**src/rtl/gevr_pkg.sv**
```systemverilog
package gevr_pkg;
    localparam int CODE_W      = 8;
    localparam int NUM_GROUPS  = 8;
    localparam int SEL_W       = CODE_W * NUM_GROUPS;
    localparam int EN_BIT      = SEL_W - 1;
    localparam int GRP_IDX_W   = $clog2(NUM_GROUPS);
    localparam int SUB_ID_W    = 2;
    localparam int SUB_CLASSES = 3;
    localparam int ORG_EN_W    = 3;
    localparam logic [CODE_W-1:0] CYCLE_CODE = 8'hFE;

    typedef enum logic [SUB_ID_W-1:0] {
        SUB_CLASS_A = 2'd0,
        SUB_CLASS_B = 2'd1,
        SUB_CLASS_C = 2'd2,
        SUB_NOCLASS = 2'd3
    } sub_id_e;

    function automatic logic sub_admit(input logic [SUB_CLASSES-1:0] en,
                                       input logic [SUB_ID_W-1:0] id);
        logic ok;
        unique case (sub_id_e'(id))
            SUB_CLASS_A: ok = en[0];
            SUB_CLASS_B: ok = en[1];
            SUB_CLASS_C: ok = en[2];
            default:     ok = 1'b0;
        endcase
        return ok;
    endfunction

    function automatic logic org_admit(input logic [ORG_EN_W-1:0] en,
                                       input logic origin,
                                       input logic noid);
        logic ok;
        if (noid)        ok = en[2];
        else if (origin) ok = en[1];
        else             ok = en[0];
        return ok;
    endfunction
endpackage

```
**src/rtl/gevr_sel_reg.sv**
```systemverilog
module gevr_sel_reg
    import gevr_pkg::*;
(
    input  logic                  clk,
    input  logic                  rst_n,
    input  logic                  wr_all,
    input  logic [SEL_W-1:0]      wr_data,
    input  logic                  fld_we,
    input  logic [GRP_IDX_W-1:0]  fld_grp,
    input  logic [CODE_W-1:0]     fld_code,
    output logic [SEL_W-1:0]      sel_q
);
    logic [SEL_W-1:0] sel_nxt;

    // Whole load outranks a field update; a field update merges one byte
    // into the held word and arms the enable bit (which overlays group 7's top bit).
    always_comb begin
        sel_nxt = sel_q;
        if (wr_all) begin
            sel_nxt = wr_data;
        end else if (fld_we) begin
            sel_nxt[{fld_grp, 3'b000} +: CODE_W] = fld_code;
            sel_nxt[EN_BIT] = 1'b1;
        end
    end

    always_ff @(posedge clk or negedge rst_n) begin
        if (!rst_n) sel_q <= '0;
        else        sel_q <= sel_nxt;
    end
endmodule

```
**src/rtl/gevr_group_match.sv**
```systemverilog
module gevr_group_match
    import gevr_pkg::*;
(
    input  logic [SEL_W-1:0]      sel_q,
    input  logic [NUM_GROUPS-1:0] ev_valid,
    input  logic [SEL_W-1:0]      ev_code,
    output logic [NUM_GROUPS-1:0] grp_hit
);
    localparam int LAST = NUM_GROUPS - 1;

    for (genvar g = 0; g < NUM_GROUPS; g++) begin : g_col
        logic [CODE_W-1:0] code;
        logic              code_eq;
        assign code = ev_code[g*CODE_W +: CODE_W];
        if (g == LAST) begin : g_short
            // Top field shares its MSB with the enable: seven code bits only.
            assign code_eq = !code[CODE_W-1] &&
                             (code[CODE_W-2:0] == sel_q[g*CODE_W +: CODE_W-1]);
        end else begin : g_full
            assign code_eq = (code == sel_q[g*CODE_W +: CODE_W]);
        end
        assign grp_hit[g] = sel_q[EN_BIT] && ev_valid[g] && code_eq &&
                            (code != CYCLE_CODE);
    end
endmodule

```
**src/rtl/gevr_ctr_slice.sv**
```systemverilog
module gevr_ctr_slice
    import gevr_pkg::*;
(
    input  logic                       clk,
    input  logic                       rst_n,
    input  logic                       cfg_we,
    input  logic                       cfg_is_filt,
    input  logic [GRP_IDX_W-1:0]       cfg_grp,
    input  logic [SUB_CLASSES-1:0]     cfg_sub_en,
    input  logic [ORG_EN_W-1:0]        cfg_org_en,
    input  logic [NUM_GROUPS-1:0]      grp_hit,
    input  logic [NUM_GROUPS-1:0]      ev_origin,
    input  logic [NUM_GROUPS-1:0]      ev_noid,
    input  logic [NUM_GROUPS*SUB_ID_W-1:0] ev_sub,
    output logic                       inc_o
);
    logic [GRP_IDX_W-1:0]   grp_q;
    logic [SUB_CLASSES-1:0] sub_q;
    logic [ORG_EN_W-1:0]    org_q;
    logic [SUB_ID_W-1:0]    sub_id;
    logic                   pass;

    always_ff @(posedge clk or negedge rst_n) begin
        if (!rst_n) begin
            grp_q <= '0;
            sub_q <= '0;
            org_q <= '0;
        end else if (cfg_we) begin
            if (cfg_is_filt) begin
                sub_q <= cfg_sub_en;
                org_q <= cfg_org_en;
            end else begin
                grp_q <= cfg_grp;
            end
        end
    end

    always_comb begin
        sub_id = ev_sub[{grp_q, 1'b0} +: SUB_ID_W];
        pass   = grp_hit[grp_q] &&
                 sub_admit(sub_q, sub_id) &&
                 org_admit(org_q, ev_origin[grp_q], ev_noid[grp_q]);
    end

    always_ff @(posedge clk or negedge rst_n) begin
        if (!rst_n) inc_o <= 1'b0;
        else        inc_o <= pass;
    end
endmodule

```
**src/rtl/grouped_event_router.sv**
```systemverilog
module grouped_event_router
    import gevr_pkg::*;
#(
    parameter int NUM_CTRS = 8,
    localparam int CIDX_W  = (NUM_CTRS > 1) ? $clog2(NUM_CTRS) : 1
) (
    input  logic                           clk,
    input  logic                           rst_n,
    input  logic                           sel_wr_all,
    input  logic [SEL_W-1:0]               sel_wr_data,
    input  logic                           sel_fld_we,
    input  logic [GRP_IDX_W-1:0]           sel_fld_grp,
    input  logic [CODE_W-1:0]              sel_fld_code,
    input  logic                           ctr_cfg_we,
    input  logic [CIDX_W-1:0]              ctr_cfg_idx,
    input  logic                           ctr_cfg_is_filt,
    input  logic [GRP_IDX_W-1:0]           ctr_cfg_grp,
    input  logic [SUB_CLASSES-1:0]         ctr_cfg_sub_en,
    input  logic [ORG_EN_W-1:0]            ctr_cfg_org_en,
    input  logic [NUM_GROUPS-1:0]          ev_valid,
    input  logic [SEL_W-1:0]               ev_code,
    input  logic [NUM_GROUPS-1:0]          ev_origin,
    input  logic [NUM_GROUPS-1:0]          ev_noid,
    input  logic [NUM_GROUPS*SUB_ID_W-1:0] ev_sub,
    output logic [SEL_W-1:0]               sel_word,
    output logic [NUM_CTRS-1:0]            ctr_inc
);
    logic [NUM_GROUPS-1:0] grp_hit;

    gevr_sel_reg u_sel (
        .clk      (clk),
        .rst_n    (rst_n),
        .wr_all   (sel_wr_all),
        .wr_data  (sel_wr_data),
        .fld_we   (sel_fld_we),
        .fld_grp  (sel_fld_grp),
        .fld_code (sel_fld_code),
        .sel_q    (sel_word)
    );

    gevr_group_match u_match (
        .sel_q    (sel_word),
        .ev_valid (ev_valid),
        .ev_code  (ev_code),
        .grp_hit  (grp_hit)
    );

    for (genvar c = 0; c < NUM_CTRS; c++) begin : g_ctr
        gevr_ctr_slice u_slice (
            .clk         (clk),
            .rst_n       (rst_n),
            .cfg_we      (ctr_cfg_we && (ctr_cfg_idx == CIDX_W'(c))),
            .cfg_is_filt (ctr_cfg_is_filt),
            .cfg_grp     (ctr_cfg_grp),
            .cfg_sub_en  (ctr_cfg_sub_en),
            .cfg_org_en  (ctr_cfg_org_en),
            .grp_hit     (grp_hit),
            .ev_origin   (ev_origin),
            .ev_noid     (ev_noid),
            .ev_sub      (ev_sub),
            .inc_o       (ctr_inc[c])
        );
    end
endmodule

```
**config.mk**
```make
export PLATFORM = sky130hd
export DESIGN_NAME = grouped_event_router
export DESIGN_NICKNAME = d
export VERILOG_FILES = /design/src/rtl/gevr_pkg.sv /design/src/rtl/gevr_sel_reg.sv /design/src/rtl/gevr_group_match.sv /design/src/rtl/gevr_ctr_slice.sv /design/src/rtl/grouped_event_router.sv
export SDC_FILE = /design/constraint.sdc
export NUM_CORES = 1
export LEC_CHECK = 0
export ABC_AREA = 1
export BUFFER_PORTS_ARGS = -buffer_cell sky130_fd_sc_hd__buf_4
export CORE_ASPECT_RATIO = 1.1
export CORE_MARGIN = 2
export CORE_UTILIZATION = 60
export DETAILED_ROUTE_END_ITERATION = 10
export GPL_ROUTABILITY_DRIVEN = 1
export GPL_TIMING_DRIVEN = 0
export PLACE_DENSITY_LB_ADDON = 0.1
export SLEW_MARGIN = 40
export SYNTH_ARGS = -nofsm -noshare
export SYNTH_HDL_FRONTEND = slang
export SYNTH_HIERARCHICAL = 1
export SYNTH_SLANG_ARGS = --single-unit
```
**constraint.sdc**
```tcl
create_clock -name clk -period 4.7 [get_ports clk]
set_input_delay 0.235 -clock clk [delete_from_list [all_inputs] [get_ports clk]]
set_output_delay 0.235 -clock clk [all_outputs]
set_load 0.005 [all_outputs]
```
Yosys cells after proc, flatten, opt, wreduce, memory -nomap -nowiden
Index checks and enable logic that the tools add are counted.
{ "totals": {"in_bits": 197, "output_inout_bits": 72, "regBits": 144, "elab_cells": 243} }
{ "op_classes": {"n_shift": 10, "n_mux": 75, "reduce_logical": 76, "n_lt_le_gt_ge": 8, "n_addsub": 1, "bitwise": 1, "n_eq_ne": 39} }
{ "op_table": {"columns": ["operator", "n"], "rows": [
  ["64-bit 2-to-1 mux", 2],
  ["16-bit by 5-bit variable part select with 2-bit output", 8],
  ["1-bit binary-select mux with 3-bit select", 24],
  ["64-bit bitwise mux", 1],
  ["8-bit != test, second input constant", 8],
  ["8-bit by 8-bit variable shift with 64-bit output, first input constant", 1],
  ["8-bit by 8-bit variable part select with 64-bit output", 1],
  ["8-bit equality test", 7],
  ["1-bit logical AND", 49],
  ["1-bit 2-to-1 mux", 40],
  ["3-bit by 4-bit < comparator with 1-bit output, second input constant", 8],
  ["2-bit AND reduction", 16],
  ["1-bit case mux with 3 select lines", 8],
  ["2-bit by 1-bit equality test with 1-bit output, second input constant", 8],
  ["2-bit equality test, second input constant", 8],
  ["2-bit zero test", 8],
  ["3-bit equality test, second input constant", 4],
  ["6-bit negation with 8-bit output", 1],
  ["7-bit equality test", 1],
  ["3-bit by 2-bit equality test with 1-bit output, second input constant", 2],
  ["3-bit by 1-bit equality test with 1-bit output, second input constant", 1],
  ["3-bit zero test", 1],
  ["2-bit nonzero test", 1],
  ["1-bit zero test", 1],
  ["1-bit inverter", 1]
]} }

Logic depth before layout (Yosys ltp)
Gate-level depths: netlist of the first run.
{ "logic_depth": {"ltp_word": 8, "ltp_mapped": 14, "mapped_depth_nobuf": 14} }

Modules after synthesis
Netlist of the first run, hierarchy kept.
{ "modules_own_cells": {"columns": ["module", "seq_area_each_um2", "cells_each", "area_per_inst_um2", "n_inst"], "rows": [
  ["gevr_ctr_slice", 250.2, 148, 867.1, 8],
  ["gevr_sel_reg", 1601.5, 500, 3499.6, 1],
  ["gevr_group_match", 0.0, 377, 1555.2, 1],
  ["grouped_event_router", 0.0, 17, 63.8, 1]
]} }

Worst setup path before layout of the first run
OpenSTA, ideal clock, no wires.
{ "synth_timing": {"path_kind": "in2reg", "start": "input sel_fld_grp[0]", "end": "register u_sel.sel_q[2]", "setup_slack_ns": 2.943, "n_path_buf": 0, "cell_stages": 9, "setup_ns": 0.125, "t_arrival_ns": 1.632, "cell_sequence": "inv_2 ha_1 ha_1 inv_2 nand3_1 nor2_2 nand2_2 nand3_1 nand3_1"} }
{ "synth_between": {"elab_chain_len": 5} }
{ "synth_rtl": {"columns": ["element", "line", "rtl"], "rows": [
  ["from (decl)", "grouped_event_router.sv:12", "input logic [GRP_IDX_W-1:0] sel_fld_grp,"],
  ["6-bit negation with 8-bit output *", "gevr_sel_reg.sv:22", "sel_nxt[{fld_grp, 3'b000} +: CODE_W] = fld_code;"],
  ["8-bit by 8-bit variable part select with 64-bit output / 8-bit by 8-bit variable shift with 64-bit output (equally long branches)", "gevr_sel_reg.sv:22", null],
  ["64-bit bitwise mux *", "gevr_sel_reg.sv:22", null],
  ["64-bit 2-to-1 mux *", "gevr_sel_reg.sv:21", "end else if (fld_we) begin"],
  ["64-bit 2-to-1 mux *", "gevr_sel_reg.sv:19", "if (wr_all) begin"],
  ["to (signal assigned)", "gevr_sel_reg.sv:29", "else sel_q <= sel_nxt;"],
  ["to (decl)", "gevr_sel_reg.sv:11", "output logic [SEL_W-1:0] sel_q"]
]} }
Mark *: on every way between the ends. The rest lies on a longest branch, timed or not. The select of a mux whose other input is x is not followed.
A chain may end at the register's enable or synchronous reset.

Final worst setup path of the first run
{ "layout_timing": {"start": "register u_sel.sel_q[63]", "end": "register g_ctr[7].u_slice.inc_o"} }
{ "layout_between": {"elab_chain_len": 7} }
{ "layout_rtl": {"columns": ["element", "line", "rtl"], "rows": [
  ["1-bit logical AND (3 in series)", "gevr_group_match.sv:22", "assign grp_hit[g] = sel_q[EN_BIT] && ev_valid[g] && code_eq &&"],
  ["named net grp_hit[6]", "grouped_event_router.sv:28", "logic [NUM_GROUPS-1:0] grp_hit;"],
  ["1-bit binary-select mux with 3-bit select", "gevr_ctr_slice.sv:40", "pass = grp_hit[grp_q] &&"],
  ["1-bit 2-to-1 mux (implied by the code)", "gevr_ctr_slice.sv:40", null],
  ["1-bit logical AND", "gevr_ctr_slice.sv:40", null],
  ["1-bit logical AND", "gevr_ctr_slice.sv:41", "sub_admit(sub_q, sub_id) &&"],
  ["named net g_ctr[7].u_slice.pass", "gevr_ctr_slice.sv:21", "logic pass;"],
  ["to (signal assigned)", "gevr_ctr_slice.sv:47", "else inc_o <= pass;"],
  ["to (decl)", "gevr_ctr_slice.sv:15", "output logic inc_o"]
]} }
The timed path passes the listed nets, and every way through them passes these cells. The select of a mux whose other input is x is not followed.

==> results of run 1 <==
state kept, by name (all words and copies together) (netlist names):
name,flops
u_sel/sel_q,64
g_ctr.u_slice/inc_o,8
g_ctr.u_slice/grp_q,24
g_ctr.u_slice/org_q,24
g_ctr.u_slice/sub_q,24
cell families (layout without fill, tap and decap cells):
family / Yosys count / count (layout) / synth area share [%]
and+or+nand+nor: 1339 / 1339 / 46.1
muxes: 24 / 24 / 2.24
other: 0 / 1 / 0
DFF: 144 / 144 / 29.9
buffers and inverters: 411 / 711 / 14.2
AOI/OAI and AO/OA: 149 / 149 / 6.72
adders and majority gates: 3 / 3 / 0.311
xor gates and xnor gates: 8 / 8 / 0.581
metal layers:
metal	part of all wire, %	track usage (%)
met1	35	48.6
met2	45	67.3
met3	12	11.3
met4	8.0	29.7
met5	0	0
power breakdown:
| group | switching [W] | internal (W) |
|---|---|---|
| Clock | 0.000544 | 0.00106 |
| Sequential | 0.000158 | 0.00143 |
| Combinational | 0.00118 | 0.000778 |
| Total | 0.00188 | 0.00327 |
worst register-to-register path, cell delays in order (launching register included):
cell,delay (ns)
dfrtp_1,0.39
buf_6,0.19
nand2_1,0.10
a21oi_2,0.11
nand3_1,0.15
nor3_4,0.66
a21oi_1,0.19
o31ai_1,0.26
nand2_1,0.08
nor2_1,0.28
layout by cell type (no fill, tap or decap), drive strengths merged, types with 10 or more instances in the layout:
cell      n
a21oi    71
buf     326
clkbuf   27
dfrtp   144
inv     348
mux2     24
nand2   845
nand3   263
nand4    10
nor2    204
o21ai    60
per-stage QoR:
stage,setup WS (ns),total power (W),hold WS [ns],utilization [%],std cells
6_report,2.16,0.00515,0.0234,76.6,2631
5_1_grt,2.11,0.00544,0.0232,76.6,2631
3_3_place_gp,2.13,0.00344,0.454,72.6,2597
3_5_place_dp,2.23,0.00351,0.0193,73.1,2599
4_1_cts,2.18,0.00512,0.0139,76.6,2630
2_1_floorplan,2.94,0.00281,-0.0606,-,2078
worst min-delay path by stage:
| stage | start | endpoint | slack (ns) | depth (start not counted) |
|---|---|---|---|---|
| 2_1_floorplan | rst_n | g_ctr[0].u_slice/grp_q[0] | -0.06 | 0 |
| 3_3_place_gp | sel_wr_data[4] | u_sel/sel_q[4] | 0.45 | 3 |
| 3_5_place_dp | rst_n | g_ctr[3].u_slice/sub_q[1] | 0.02 | 1 |
| 4_1_cts | sel_wr_data[4] | u_sel/sel_q[4] | 0.01 | 3 |
| 5_1_grt | sel_wr_data[7] | u_sel/sel_q[7] | 0.02 | 3 |
| 6_report | sel_wr_data[4] | u_sel/sel_q[4] | 0.02 | 3 |
final cells by class:
class | count | area, um^2
Multi-Input combinational cell | 1523 | 6790
Buffer | 64 | 404
Inverter | 347 | 1300
Timing Repair Buffer | 270 | 2080
Sequential cell | 144 | 3600
Clock buffer | 20 | 447
Clock inverter | 10 | 233
Fill cell | 1676 | 4620
Tap cell | 252 | 315
Antenna cell | 1 | 2.50
==> results.md, run 1 <==
* Post-CTS sizing at 0
* Yosys top cell area share at 29.9%
* Outcome: complete, no violations
* Mapped Cells at 2078
* Post-synth ARST share at 100%
* WS Path Type: flop to flop
* Total core area at 19800 um^2
* #FFs+latches synth at 144
* Syn nets at 2278
* Netlist cell types at 33
* Hold bufs inserted after CTS at 1
* R2R Path End: g_ctr[7].u_slice/inc_o
* Critical path launch point type: flop
* Worst-Skew Late Latency at 0.44 ns
* Starting Density at 60.9%
* Most frequent cells after synthesis: nand2_1, inv_1, nand3_1
* Setup crit end: g_ctr[7].u_slice/inc_o
* Vias in the first global route at 13700
* Critical Path Sink Type: flop
* Fin crit period at 2.54 ns
* Slowest stage delay, CP at 0.66 ns
* Die Y-Extent at 153 um
* Slew @ Worst Pin at 0.744 ns
* Achievable clock frequency at 394 MHz
* Most frequent CP cell: nand2_1
* Gr ovfl total at 0
* Leak at 9.02 nW
* CTS Buffer Depth at 2
* Setup Fix Bufs, Post-CTS at 0
* Sequential share of the synthesized area at 29.9%
* Worst EP required at 5.00 ns
* Pin count of the biggest net entering global routing at 74
* Post-route setup TNS at 0 ns
* Ys Warns at 6
* WL final at 45200 um
* Worst r2r src: u_sel/sel_q[63]
* Htree depth at 4
* Final instance area at 15200 um^2
* I/O pin count at 269
* Critical-path top delay cell: nor3_4
* Cell taking the most area after synthesis: dfrtp_1
* CTS tree: built
* Most frequent cell after synthesis: nand2_1
* WL/cell at 17.2 um
* R2R depth at 9
* RSZ-0062 raised after global routing: false
* Max-cap viol count at 0
* Area post-placement at 14500 um^2
* Sinks on Clock Net at 144
* VDD IR-drop max at 0.294 mV
* Worst-path clk slew at 0.06 ns
* Max-slew violation count at 0
* Largest cells by area after synthesis: dfrtp_1, nand2_1, nand3_1
* Die W at 139 um
* DR DRC count at 0
* Drt first pass iters at 7
* Row cnt at 54
* Final number of setup-violating endpoints at 0
* CTS buffer count at 17
* Final nets at 2567
* Worst hold-check path type: input pin to flop
* DRT antenna net count at 0
* CP Max Fanout at 8
* CP bufs+invs at 1
* Main flop type after synthesis: dfrtp_1
* Worst rel slew slack at 50.2%
* Crit-path cells: buf_6 -> nand2_1 -> a21oi_2 -> nand3_1 -> nor3_4 -> a21oi_1 -> o31ai_1 -> nand2_1 -> nor2_1
* Cell depth of the worst setup path at 9
* Crit-path leading delay family: simple AND/OR/NAND/NOR gates
* Setup slack, reg-to-reg at 2.16 ns
* Layout cells sized above 1 at 17.8%
* Clock root buffer: clkbuf_16
* Via density per instance at 5.55
* Post-synth EDFFs at 0
* Final Skew at 0.0150 ns
* Synth Area per Inst at 5.80 um^2
* CP startpoint: u_sel/sel_q[63]
* Number of port buffers at 267
* Die area at 21200 um^2
* Initial DRC count at 1623
* Area Growth Syn to Fin at 25.9%
* Pwr dens at 340 nW/um^2
* First-pass GRT wire length at 70100 um
* RePlAce Congestion at 0.998
* Cell Area, Synth at 12100 um^2
* Gr usage total at 41.9%
* Initial antenna violation count at 1
* WP data arrival at 2.84 ns
* Fin crit share at 54.0%
* Hold Vio Cnt, Final at 0
* HPWL after DPL at 32900 um
* Vias at 14600
Note: power is estimated with default switching activity, not from simulation.
==> inputs of run 2 (changes only) <==
--- a/config.mk
+++ b/config.mk
@@ -9,7 +9,7 @@
 export BUFFER_PORTS_ARGS = -buffer_cell sky130_fd_sc_hd__buf_4
 export CORE_ASPECT_RATIO = 1.1
 export CORE_MARGIN = 2
-export CORE_UTILIZATION = 60
+export CORE_UTILIZATION = 51
 export DETAILED_ROUTE_END_ITERATION = 10
 export GPL_ROUTABILITY_DRIVEN = 1
 export GPL_TIMING_DRIVEN = 0
==> constraint.sdc (replaced) <==
create_clock -name clk -period 2.15 [get_ports clk]
set_input_delay 0.1075 -clock clk [delete_from_list [all_inputs] [get_ports clk]]
set_output_delay 0.1075 -clock clk [all_outputs]
set_load 0.005 [all_outputs]
==> run 2 against run 1 <==
Against the previous run: count of clock-buffer cells in the layout increased by 1; sequential power increased by 120%; hold slack got worse by 0.011 ns; non-clock buffer count increased by 49; first-iteration DRC count decreased by 22%; worst setup slack got worse by 2.0 ns.
==> results.md, run 2 (synthesized netlist as in run 1, its figures left out) <==
* Fin util at 67.2% (-9.4 points)
* Place WS at -0.131 ns (-2.36 ns)
* Worst-path clk slew at 0.06 ns (about the same)
* Die W at 151 um (+8.2%)
* Final number of setup-violating endpoints at 0 (unchanged)
* Die Y-Extent at 165 um (+8.2%)
* Drt first pass iters at 5 (-2)
* Pin count of the biggest net entering global routing at 56 (-24%)
* Final Skew at 0.0130 ns (-0.00195 ns)
* I/O pin count at 269 (unchanged)
* Initial antenna violation count at 1 (unchanged)
* Number of flip-flops in the largest register at 64 (unchanged)
* RSZ-0062 raised after global routing: false
* Setup slack, reg-to-reg at 0.12 ns (-2.04 ns)
* Critical path launch point type: flop
* Starting Density at 51.4% (-9.5 points)
* Outcome: complete, no violations
* Sinks on Clock Net at 144 (unchanged)
* Fillers at 2160 (+29%)
* HPWL after DPL at 33600 um (+2.2%)
* Max-cap viol count at 0 (unchanged)
* Via density per instance at 5.26 (-5.2%)
* Setup WS post-layout at 0.118 ns (-2.04 ns)
* DR DRC count at 0 (unchanged)
* Area Growth Syn to Fin at 30.9%
* Worst EP required at 2.51 ns (-2.49 ns)
* Initial DRC count at 1271 (-22%)
* RePlAce Congestion at 0.961 (-3.7%)
* Pwr dens at 704 nW/um^2 (+110%)
* Clock root buffer: clkbuf_16
* Final nets at 2616 (+1.9%)
* WL final at 47300 um (+4.8%)
* WS Path Type: flop to flop
* Worst-Skew Late Latency at 0.43 ns (about the same)
* Hold Vio Cnt, Final at 0 (unchanged)
* Layout cells sized above 1 at 18.0% (+0.13 points)
* First-pass GRT wire length at 70700 um (+0.88%)
* Vias in the first global route at 13200 (-4.0%)
* WP data arrival at 2.39 ns (-0.45 ns)
* Die area at 24900 um^2 (+17%)
* Vias at 14400 (-1.4%)
* Slew @ Worst Pin at 0.606 ns (-0.138 ns)
* CP Max Fanout at 8 (unchanged)
* Leak at 9.24 nW (+2.4%)
* Overall power at 0.0111 W (+120%)
* Row cnt at 59 (+9.3%)
* DRT antenna net count at 0 (unchanged)
* Total core area at 23500 um^2 (+19%)
* Most flops, register: u_sel/sel_q
* CTS buffer count at 17 (unchanged)
* Htree depth at 4 (unchanged)
* Number of port buffers at 267 (unchanged)
* Non-Filler Instances at 2734 (+3.9%)
* CTS tree: built
* Achievable clock frequency at 492 MHz (+25%)
* Placed insts at 2652 (+2.0%)
* Gr usage total at 37.7% (-4.2 points)
* Most common cell after layout, fill and taps aside: nand2_1
* WL/cell at 17.3 um (+0.85%)
* Worst hold-check path type: input pin to flop
* Gr ovfl total at 0 (unchanged)
* CTS Buffer Depth at 2 (unchanged)
* VDD IR-drop max at 0.485 mV (+65%)
* Worst rel slew slack at 59.6% (+9.4 points)
* Fin crit share at 94.5% (+40 points)
* Most frequent cells in the layout: nand2_1, inv_1, buf_4, nand3_1, nor2_1
* Max-slew violation count at 0 (unchanged)
* Fin crit period at 2.03 ns (-0.508 ns)
* Critical Path Sink Type: flop
* Post-route setup TNS at 0 ns (unchanged)
[run 2: changes by cell type in the layout (fill, tap and decap cells not counted), sizes merged]
cell	before	now
buf	326	335
bufinv	7	5
clkbuf	27	28
clkinv	2	3
clkinvlp	0	2
dlygate4sd3	1	41
inv	348	347
[run 2: final timing paths]
check                                          start                        end  depth (start not counted)
max                                  u_sel/sel_q[63]     g_ctr[6].u_slice/inc_o                         12
min                                  sel_wr_data[12]            u_sel/sel_q[12]                          5
max reg2reg                          u_sel/sel_q[63]     g_ctr[6].u_slice/inc_o                         12
min reg2reg                g_ctr[1].u_slice/org_q[1]  g_ctr[1].u_slice/org_q[1]                          1
max in group asynchronous                      rst_n  g_ctr[6].u_slice/org_q[2]                          4
min in group asynchronous                      rst_n  g_ctr[3].u_slice/org_q[1]                          2
[run 2: routing by layer]
layer | part of all wire, % | track usage, %
met2 | 46 | 62.1
met5 | 0 | 0
met3 | 10 | 7.94
met4 | 7.2 | 23.2
met1 | 37 | 45.1
[run 2: layout make-up]
type / count / area, um^2 / share of cell area (%)
Sequential cell: 144 / 3600 / 22.8
Clock inverter: 10 / 184 / 1.17
Tap cell: 305 / 382 / 2.42
Clock buffer: 21 / 460 / 2.92
Buffer: 64 / 404 / 2.56
Multi-Input combinational cell: 1523 / 6810 / 43.1
Inverter: 347 / 1300 / 8.26
Antenna cell: 1 / 2.50 / 0.0159
Timing Repair Buffer: 319 / 2630 / 16.7
[run 2: metrics by stage]
stage                     hold slack [ns]  cell area (um^2)
after global routing               0.0283             15800
after global placement              0.327             14400
after CTS                       0.0000963             15700
after detailed placement           0.0151             14500
final                              0.0122             15800
after floorplan                    -0.188             12100
[run 2: power by group]
| part | leakage [nW] | internal (W) | total (W) | switching [W] |
|---|---|---|---|---|
| logic | 7.20 | 0.00176 | 0.00431 | 0.00256 |
| registers | 1.73 | 0.00314 | 0.00348 | 0.000340 |
| clock network | 0.309 | 0.00211 | 0.00331 | 0.00120 |
| total | 9.24 | 0.00700 | 0.0111 | 0.00410 |
[run 2: worst max-delay path, cell delays in order (launching register included)]
cell      delay [ns]
dfrtp_1         0.38
buf_6           0.18
nand2_2         0.05
o21bai_1        0.14
nor2_1          0.10
nand2_1         0.09
nor2_4          0.32
o21ai_0         0.16
o22ai_1         0.13
nand2_1         0.07
o31ai_1         0.08
nand2_1         0.12
nor2_2          0.13
[run 2: what timing repair did]
action / 4_1_cts / 5_1_grt
hold buffers: 41 / 0
endpoints found under the setup margin: 8 / 8
hold endpoints to repair: 135 / 0
buffers inserted: 4 / 5
gates resized for setup: 2 / 2
pin swaps: 6 / 5
gates cloned: 0 / 0
==> inputs of run 3 (changes only) <==
--- a/config.mk
+++ b/config.mk
@@ -9,7 +9,7 @@
 export BUFFER_PORTS_ARGS = -buffer_cell sky130_fd_sc_hd__buf_4
 export CORE_ASPECT_RATIO = 1.1
 export CORE_MARGIN = 2
-export CORE_UTILIZATION = 51
+export CORE_UTILIZATION = 48
 export DETAILED_ROUTE_END_ITERATION = 10
 export GPL_ROUTABILITY_DRIVEN = 1
 export GPL_TIMING_DRIVEN = 0
==> run 3 against run 2 <==
Against the previous run: register-to-register slack lost 0.07 ns; wire length grew 2.6%; critical path type unchanged; critical path depth shrank 1; clock skew grew 0.0070 ns; count of clock-buffer cells in the layout shrank 3; clock power is essentially flat; via count grew 1.3%.
==> results.md, run 3 (synthesized netlist as in run 1, its figures left out) <==
* I/O pin count at 269 (unchanged)
* CTS tree: built
* Initial DRC count at 1262 (-0.71%)
* Sw power at 0.00428 W (+4.5%)
* R2R depth at 11 (-1)
* WS Path Type: flop to flop
* Overall power at 0.0112 W (+0.45%)
* CP bufs+invs at 3 (+2)
* Hold path start: sel_wr_data[39]
* Row cnt at 60 (+1.7%)
* Crit-path leading delay family: simple AND/OR/NAND/NOR gates
* Logic pwr share at 39.1% (+0.2 points)
* Worst rel slew slack at 63.1% (+3.5 points)
* P_int at 0.00687 W (-1.9%)
* Number of flip-flops in the largest register at 64 (unchanged)
* Most flops, register: u_sel/sel_q
* Hold endpoint: u_sel/sel_q[39]
* Gr ovfl total at 0 (unchanged)
* Worst-path clk slew at 0.08 ns (+0.02 ns)
* Setup slack, reg-to-reg at 0.05 ns (-0.07 ns)
* HPWL after DPL at 34100 um (+1.4%)
* Slowest stage delay, CP at 0.39 ns (about the same)
* Most common cell after layout, fill and taps aside: nand2_1
* Switching Fraction at 38.4% (+1.5 points)
* Setup WS post-layout at 0.0491 ns (-0.0688 ns)
* Die area at 26400 um^2 (+6.1%)
* Leak at 9.27 nW (+0.36%)
* Most frequent CP cell: nand2_1
* Pwr dens at 703 nW/um^2 (about the same)
* RePlAce Congestion at 0.947 (-1.4%)
* Die Y-Extent at 170 um (+3.0%)
* Fin util at 64.6% (-2.6 points)
* Multi-input gate area at 6810 um^2 (+0.11%)
* Register area at 3600 um^2 (unchanged)
* Fin crit share at 97.7% (+3.2 points)
* RSZ-0062 raised after global routing: false
* Critical path launch point type: flop
* WL/cell at 17.7 um (+2.1%)
* WP data arrival at 2.47 ns (+0.08 ns)
* Clock root buffer: clkbuf_16
* Area Growth Syn to Fin at 31.5%
* Vias in the first global route at 13800 (+4.3%)
* Die W at 155 um (+3.0%)
* Critical Path Sink Type: flop
* First-pass GRT wire length at 73800 um (+4.4%)
* CTS Buffer Depth at 2 (unchanged)
* Worst hold-check path type: input pin to flop
* CTS buffer count at 17 (unchanged)
* Worst EP required at 2.52 ns (about the same)
* Sinks on Clock Net at 144 (unchanged)
* Pin count of the biggest net entering global routing at 57 (+1.8%)
* Fillers at 2341 (+8.4%)
* Final nets at 2624 (+0.31%)
* Hold depth at 5 (unchanged)
* Hold slack final at 0.0117 ns (-0.000452 ns)
* R2R Path End: g_ctr[1].u_slice/inc_o
* Slew @ Worst Pin at 0.554 ns (-0.0520 ns)
* Sequential share of power at 31.2% (about the same)
* Number of port buffers at 267 (unchanged)
* CP Max Fanout at 8 (unchanged)
* VDD IR-drop max at 0.389 mV (-20%)
* Clk pwr share at 29.7% (about the same)
* Final number of setup-violating endpoints at 0 (unchanged)
* Place WS at -0.175 ns (-0.0432 ns)
* Max-slew violation count at 0 (unchanged)
* Worst-Skew Late Latency at 0.44 ns (about the same)
* DRT antenna net count at 0 (unchanged)
* Final Skew at 0.0201 ns (+0.00705 ns)
* Layout cells sized above 1 at 18.1% (+0.14 points)
* Worst r2r src: u_sel/sel_q[63]
* Hold Vio Cnt, Final at 0 (unchanged)
* Final instance area at 15900 um^2 (+0.52%)
* Area post-placement at 14600 um^2 (about the same)
* Crit-path cells: buf_6 -> buf_4 -> nand2_1 -> a21oi_2 -> nand3_1 -> nor3_4 -> buf_12 -> a21oi_1 -> o31ai_1 -> nand2_1 -> nor2_1
* Max-cap viol count at 0 (unchanged)
* Gr usage total at 36.5% (-1.2 points)
* Via density per instance at 5.31 (+0.80%)
* Drt first pass iters at 6 (+1)
* DR DRC count at 0 (unchanged)
* WL final at 48600 um (+2.6%)
* Critical-path top delay cell: dfrtp_1
* Achievable clock frequency at 476 MHz (-3.3%)
* Vias at 14600 (+1.3%)
* Outcome: complete, no violations
* Total core area at 24500 um^2 (+4.6%)
* Initial antenna violation count at 0 (-1)
* Starting Density at 49.1% (-2.2 points)
* Htree depth at 4 (unchanged)
* Fin crit period at 2.10 ns (+0.0688 ns)
* Most frequent cells in the layout: nand2_1, inv_1, buf_4, nand3_1, nor2_1
==> run 3: cell count changes in the layout (fill, tap and decap cells not counted), moves of 2 or more <==
cell	before	now
clkbuf_8	2	0
clkinv_4	1	4
dlygate4sd3_1	41	48
inv_6	0	3
==> run 3: through the flow <==
stage	setup TNS [ns]	cells
floorplan	0	2078
global placement	-2.63	2655
detailed placement	-0.936	2657
CTS	0	2742
global route	0	2747
finish	0	2748
==> run 3: layout make-up <==
class / count / share of cell area (%)
antenna: 1 / 0.0158
buffer: 64 / 2.55
clock buffer: 18 / 2.71
clock inverter: 14 / 1.29
inverter: 347 / 8.21
multi-input combinational: 1523 / 43.0
sequential: 144 / 22.7
tap: 310 / 2.45
timing repair buffer: 327 / 17.1
==> run 3: how the worst max path moves through the flow <==
stage	from	to	slack, ns	depth (start not counted)
3_5_place_dp	u_sel/sel_q[63]	g_ctr[7].u_slice/inc_o	-0.17	11
2_1_floorplan	u_sel/sel_q[63]	g_ctr[0].u_slice/inc_o	0.51	11
4_1_cts	u_sel/sel_q[63]	g_ctr[7].u_slice/inc_o	0.02	11
3_3_place_gp	u_sel/sel_q[63]	g_ctr[7].u_slice/inc_o	-0.40	9
5_1_grt	u_sel/sel_q[63]	g_ctr[1].u_slice/inc_o	0.01	11
6_report	u_sel/sel_q[63]	g_ctr[1].u_slice/inc_o	0.05	11
==> run 3: worst reg2reg max path, stage by stage (launching register included) <==
cell     delay, ns
dfrtp_1       0.39
buf_6         0.18
buf_4         0.14
nand2_1       0.06
a21oi_2       0.10
nand3_1       0.14
nor3_4        0.18
buf_12        0.17
a21oi_1       0.08
o31ai_1       0.40
nand2_1       0.12
nor2_1        0.10
==> run 3: power groups by stage <==
stage | Clock, W | Sequential, W | Combinational [W]
after floorplan | 0 | 0.00342 | 0.00273
after global placement | 0 | 0.00351 | 0.00407
after detailed placement | 0 | 0.00351 | 0.00418
after CTS | 0.00335 | 0.00347 | 0.00427
after global routing | 0.00346 | 0.00353 | 0.00484
final | 0.00331 | 0.00348 | 0.00436
==> run 3: routing by layer <==
layer / part of all wire, % / wire length (um) / global-route usage, %
met4: 6.3 / 3070 / 22.7
met3: 10 / 4900 / 7.26
met2: 46 / 22500 / 61.1
met1: 37 / 18100 / 43.0
met5: 0 / 0 / 0
==> run 3: what timing repair did <==
action / in CTS / in global routing
pin swaps: 6 / 8
endpoints found under the setup margin: 8 / 8
gates resized for setup: 2 / 4
setup buffers: 5 / 5
hold buffers: 48 / 0
hold endpoints to repair: 135 / 0
